## src/rtl/symfn_pkg.sv

```systemverilog
package symfn_pkg;

    // Bits needed to hold a count from 0 to n inclusive (floor(log2 n)+1).
    function automatic int cnt_bits(input int n);
        return $clog2(n + 1);
    endfunction

endpackage

```

## src/rtl/symfn_incr.sv

```systemverilog
// One conditional increment stage: adds bit_i into cnt_i through a
// half-adder carry chain.
module symfn_incr #(
    parameter int W = 4
) (
    input  logic [W-1:0] cnt_i,
    input  logic         bit_i,
    output logic [W-1:0] cnt_o
);
    logic [W-1:0] cy;

    assign cy[0] = bit_i;

    for (genvar b = 0; b < W; b++) begin : g_bit
        assign cnt_o[b] = cnt_i[b] ^ cy[b];
        if (b < W - 1) begin : g_carry
            assign cy[b+1] = cnt_i[b] & cy[b];
        end
    end
endmodule

```

## src/rtl/symfn_popcnt.sv

```systemverilog
// Population count built as a cascade of N-1 incrementers.
module symfn_popcnt #(
    parameter int N = 8,
    parameter int W = 4
) (
    input  logic [N-1:0] data_i,
    output logic [W-1:0] weight_o
);
    logic [W-1:0] stage [N];

    assign stage[0] = {{(W-1){1'b0}}, data_i[0]};

    for (genvar k = 1; k < N; k++) begin : g_stage
        symfn_incr #(.W(W)) u_incr (
            .cnt_i (stage[k-1]),
            .bit_i (data_i[k]),
            .cnt_o (stage[k])
        );
    end

    assign weight_o = stage[N-1];
endmodule

```

## src/rtl/symfn_match.sv

```systemverilog
// One equality comparator per count value (mixed-polarity AND over the
// count bits), OR-reduced after gating with the lookup vector.
module symfn_match #(
    parameter int N = 8,
    parameter int W = 4
) (
    input  logic [W-1:0] weight_i,
    input  logic [N:0]   table_i,
    output logic         result_o
);
    logic [N:0] hit;

    for (genvar w = 0; w <= N; w++) begin : g_cmp
        localparam logic [W-1:0] KEY = W'(w);
        assign hit[w] = &(weight_i ~^ KEY);
    end

    assign result_o = |(hit & table_i);
endmodule

```

## src/rtl/symfn_eval.sv

```systemverilog
module symfn_eval
    import symfn_pkg::*;
#(
    parameter int N_IN    = 8,
    parameter bit REG_OUT = 1'b1,
    localparam int W_CNT  = cnt_bits(N_IN)
) (
    input  logic             clk,
    input  logic             rst_n,
    input  logic [N_IN-1:0]  data_i,
    input  logic [N_IN:0]    table_i,
    output logic             result_o,
    output logic [W_CNT-1:0] weight_o
);
    typedef struct packed {
        logic             res;
        logic [W_CNT-1:0] wt;
    } out_s;

    logic [W_CNT-1:0] pc_weight;
    logic             pc_result;
    out_s             out_d;
    out_s             out_q;

    symfn_popcnt #(.N(N_IN), .W(W_CNT)) u_popcnt (
        .data_i   (data_i),
        .weight_o (pc_weight)
    );

    symfn_match #(.N(N_IN), .W(W_CNT)) u_match (
        .weight_i (pc_weight),
        .table_i  (table_i),
        .result_o (pc_result)
    );

    always_comb begin
        out_d     = out_q;
        out_d.res = pc_result;
        out_d.wt  = pc_weight;
    end

    if (REG_OUT) begin : g_reg
        always_ff @(posedge clk or negedge rst_n) begin
            if (!rst_n) out_q <= '0;
            else        out_q <= out_d;
        end
    end else begin : g_comb
        // Outputs follow the logic directly; clock and reset are unused.
        logic unused_ok;
        assign unused_ok = clk ^ rst_n;
        assign out_q     = {pc_result, pc_weight};
    end

    assign result_o = out_q.res;
    assign weight_o = out_q.wt;
endmodule

```

## config.mk

```make
export PLATFORM = sky130hd
export DESIGN_NAME = symfn_eval
export DESIGN_NICKNAME = d
export VERILOG_FILES = /design/src/rtl/symfn_pkg.sv /design/src/rtl/symfn_incr.sv /design/src/rtl/symfn_popcnt.sv /design/src/rtl/symfn_match.sv /design/src/rtl/symfn_eval.sv
export SDC_FILE = /design/constraint.sdc
export NUM_CORES = 1
export LEC_CHECK = 0
export BUFFER_PORTS_ARGS = -buffer_cell sky130_fd_sc_hd__buf_2
export CORE_AREA = 3 3 42 44
export CTS_BUF_LIST = sky130_fd_sc_hd__clkbuf_8
export CTS_CLUSTER_SIZE = 28
export DETAILED_ROUTE_END_ITERATION = 8
export DIE_AREA = 0 0 45 47
export PLACE_DENSITY = 0.68
export SLEW_MARGIN = 20
export SYNTH_ARGS = -nofsm -noshare
export SYNTH_HDL_FRONTEND = slang
export SYNTH_SLANG_ARGS = --single-unit
```

## constraint.sdc

```tcl
create_clock -name clk -period 0.8 [get_ports clk]
set_clock_uncertainty 0.05 [all_clocks]
set_input_delay 0.08 -clock clk [delete_from_list [all_inputs] [get_ports clk]]
set_output_delay 0.08 -clock clk [all_outputs]
set_load 0.01 [all_outputs]
```

==> results <==
- The run finished, with violations left.
- The final reports fail on negative setup slack.
- By instance count, the leading cell after synthesis is ha_1.
- The mean number of vias per cell is about 4.4.
- At the placement stage, the worst setup path has a slack of -2.947 ns.
- The final core utilization is about two thirds.
- The detail route stage leaves a number of antenna-violating nets equal to 0.
- The initial cell density of the core is about 37%.
- The number of inserted diodes is 0.
- Summing all non-filler instances in the final layout gives an area of around 980 um2.
- In this run the static leakage power is approximately 0.48 nW.
- The sort of element at the end of the critical path is a flip-flop.
- In this run the deepest clock path goes through 2 buffers.
- The number of failing hold endpoints at the final stage is 0.
- The first-pass GRT wire length is approximately 1.7 mm.
- Measured against its own limit, the worst slew margin works out to a little over four fifths.
- The number of H-tree levels is 1.
- The routed wire length is 1.027 mm.
- In the routed design, unresolved DRC markers number 0.
- The all-layer global routing usage is 10.77%.
- The cell accounting for the most synthesized area is ha_1.
- The number of input and output port buffers inserted is 23.
- The endpoint required time on the critical path is between 0.8 and 0.9 ns.
- The via count is 435.
- Ranked by total cell area, the synthesized netlist is headed by ha_1, dfrtp_1, fa_1, inv_1, mux4_1.
- For this design the ratio of total power to cell area is between 2000 and 2500 mW/mm2.
- For this run, the post-layout net count is approximately 120.
- The maximum vdd drop is ~1.5 mV.
- Sorting the synthesized cells by how often they occur yields ha_1, inv_1, dfrtp_1.
- The clock tree from TritonCTS is done.
- Synthesis handed over a netlist of 45 instances.
- In this run the worst path has a maximum fanout of 2.
- The CTS buffer count is 3.
- The actual slew at the worst max-slew pin is around 0.25 ns.
- The share of layout cells above drive strength 1 is about two thirds.
- The floorplan step defined a die boundary enclosing between 0.002 and 0.0025 mm2.
- The total count of max-transition violations in the final report came to 0.
- For this block, the initial DRC count from the detailed router was 2.
- The number of optimization iterations in the first detailed-route pass is 2.
- The tool flagged a number of max-cap violations equal to 0.
- Counting tap cells, the placed design contains a total of 92 instances.
- The primary flip-flop cell chosen by synthesis mapping is dfrtp_1.
- Summed over all failing endpoints, the final setup total negative slack is -9.962 ns.
- Setup violations remaining at the end of the flow were counted as 10.
- In this run, synthesis produced a sequential element count of 5.
- The floorplan has 14 rows.
- Entering global routing, the biggest net connects 6 pins.
- At the end of routability-driven placement, the weighted congestion stood at ~0.63.
- The number of standard cells in the final layout excluding fillers is 99.
- The net count after synthesis is between 80 and 90.
- The number of global-route vias before repair was approximately 450.
- The area growth from synthesis to layout is 79.22%.
- In the synthesized netlist the async set-or-reset flop fraction comes to 100.0%.
- The critical path startpoint category is a primary input.
- CTS placed an instance of clkbuf_8 at the clock tree root.
- The width of the chip is between 40 and 50 um.
- Summing all multi-input logic gate instances after layout gives 518.0 um2.
- For this run, the number of Yosys warnings is 0.
- The initial antenna violation count is 0.
- Once placement finished, the instance area stood at approximately 860 um2.
- The number of filler instances in the final layout is 119.
- The area of the core region is approximately 0.0015 mm2.
- The routed design could run at a clock period as short as approximately 3.4 ns.
- The critical path class is primary input to flip-flop.
- Setup repair after global routing could not meet its margin everywhere.
- The netlist uses 14 different library cells.
- The worst path uses 419.4% of the clock period.
- The die is roughly 47 um tall.
- The overall overflow remaining after global route is 0.
- The sequential standard cell area is around 130 um2.
- Clock-pin slew was measured on the worst setup and hold paths at roughly 0.040 ns.
- After synthesis, the largest area contributor takes up a little over a third of total cell area.
- The arrival time of the worst setup path is between 3 and 4 ns.
- After detailed routing, the average wire length per cell comes to around 10 um.
- The worst hold path belongs to the class primary input to async pin.
- The number of enable-type register cells in the synthesized netlist is 0.
- After synthesis, the mean cell area works out to 12.18 um2.
- The count of boundary I/O pins is 24.
- The mapped netlist covers about 550 um2.
- The worst path setup slack after routing is -2.555 ns.
- The tree built by TritonCTS fans out to 5 sinks.
- The wire-length estimate of the detail-placed layout is about 860 um.
- Sequential elements use 22.83% of the synthesized area.
- The peak clock frequency supported by timing is about 0.30 GHz.
-- repair_timing --
action	in CTS	in global routing
pin swaps	6	2
setup buffers	1	1
resized for setup	11	3
endpoints found under the setup margin	10	10
hold endpoints to repair	5	0
hold buffers	1	0
cloned	0	0
-- through the flow --
step | hold WS (ns) | total power [mW]
after detailed placement | -0.1512 | 1.813
after global placement | -0.1568 | 1.759
after global routing | 0.1625 | 2.578
after CTS | 0.1511 | 2.411
after floorplan | -0.2656 | 1.338
final | 0.1499 | 2.375
-- cell usage in the layout, fill, tap and decap left out, types with 3 or more instances in the layout --
master    synthesis  final
buf_2             0     20
ha_4              0     10
buf_4             0      9
ha_1             16      6
inv_2             0      5
dfrtp_1           5      5
inv_1            10      4
fa_1              3      3
clkbuf_8          0      3
buf_6             0      3
-- cell families after synthesis --
kind of cell | after synthesis | share of synthesized area (%)
fa+ha+maj | 19 | 47.49
buf+inv | 10 | 6.850
flops | 5 | 22.83
xor+xnor | 4 | 7.764
mux | 3 | 10.73
simple gates | 3 | 3.425
compound gates | 1 | 0.9124
-- final timing paths --
check,from,slack (ns),to
worst max-delay path,data_i[2],-2.56,result_o$_DFF_PN0_
worst min-delay path,rst_n,0.15,weight_o[3]$_DFF_PN0_
max in group asynchronous,rst_n,0.42,weight_o[1]$_DFF_PN0_
min in group clk,data_i[7],0.19,weight_o[0]$_DFF_PN0_
-- power by group --
part           leakage (nW)  internal [mW]  switching (mW)
registers            0.0612          0.377          0.0245
logic                 0.396          0.888           0.632
clock network        0.0269          0.329           0.125
total                 0.484           1.59           0.781
-- final cells by class --
| class | instances | share of cell area, % |
|---|---|---|
| repair buffers | 34 | 23.06 |
| clock inverters | 1 | 0.3822 |
| multi-input cells | 30 | 52.74 |
| well taps | 16 | 2.038 |
| flip-flops and latches | 5 | 12.74 |
| clock buffers | 3 | 4.204 |
| inverters | 10 | 4.841 |
-- registers in the layout, summed over array words and instances, names as in the netlist --
register / cells
weight_o: 4
result_o: 1
-- metal layers --
metal	vias up	routed length [um]	track usage (%)
li1	222	-	-
met1	202	396	13.32
met2	11	573	19.49
met3	0	57	1.149
met4	0	0	3.509
met5	-	0	0
-- worst max-delay path, cell delays in order --
cell and delay, ns:
buf_8 0.08, inv_4 0.03, fa_1 0.55, inv_2 0.05, ha_4 0.15, fa_1 0.53, ha_4 0.14, inv_2 0.03
fa_1 0.48, inv_2 0.05, ha_4 0.26, ha_4 0.19, ha_4 0.16, xor2_2 0.18, xnor2_2 0.17, mux2i_1 0.21
o21ai_1 0.08
Power figures use the tool's default switching activity.
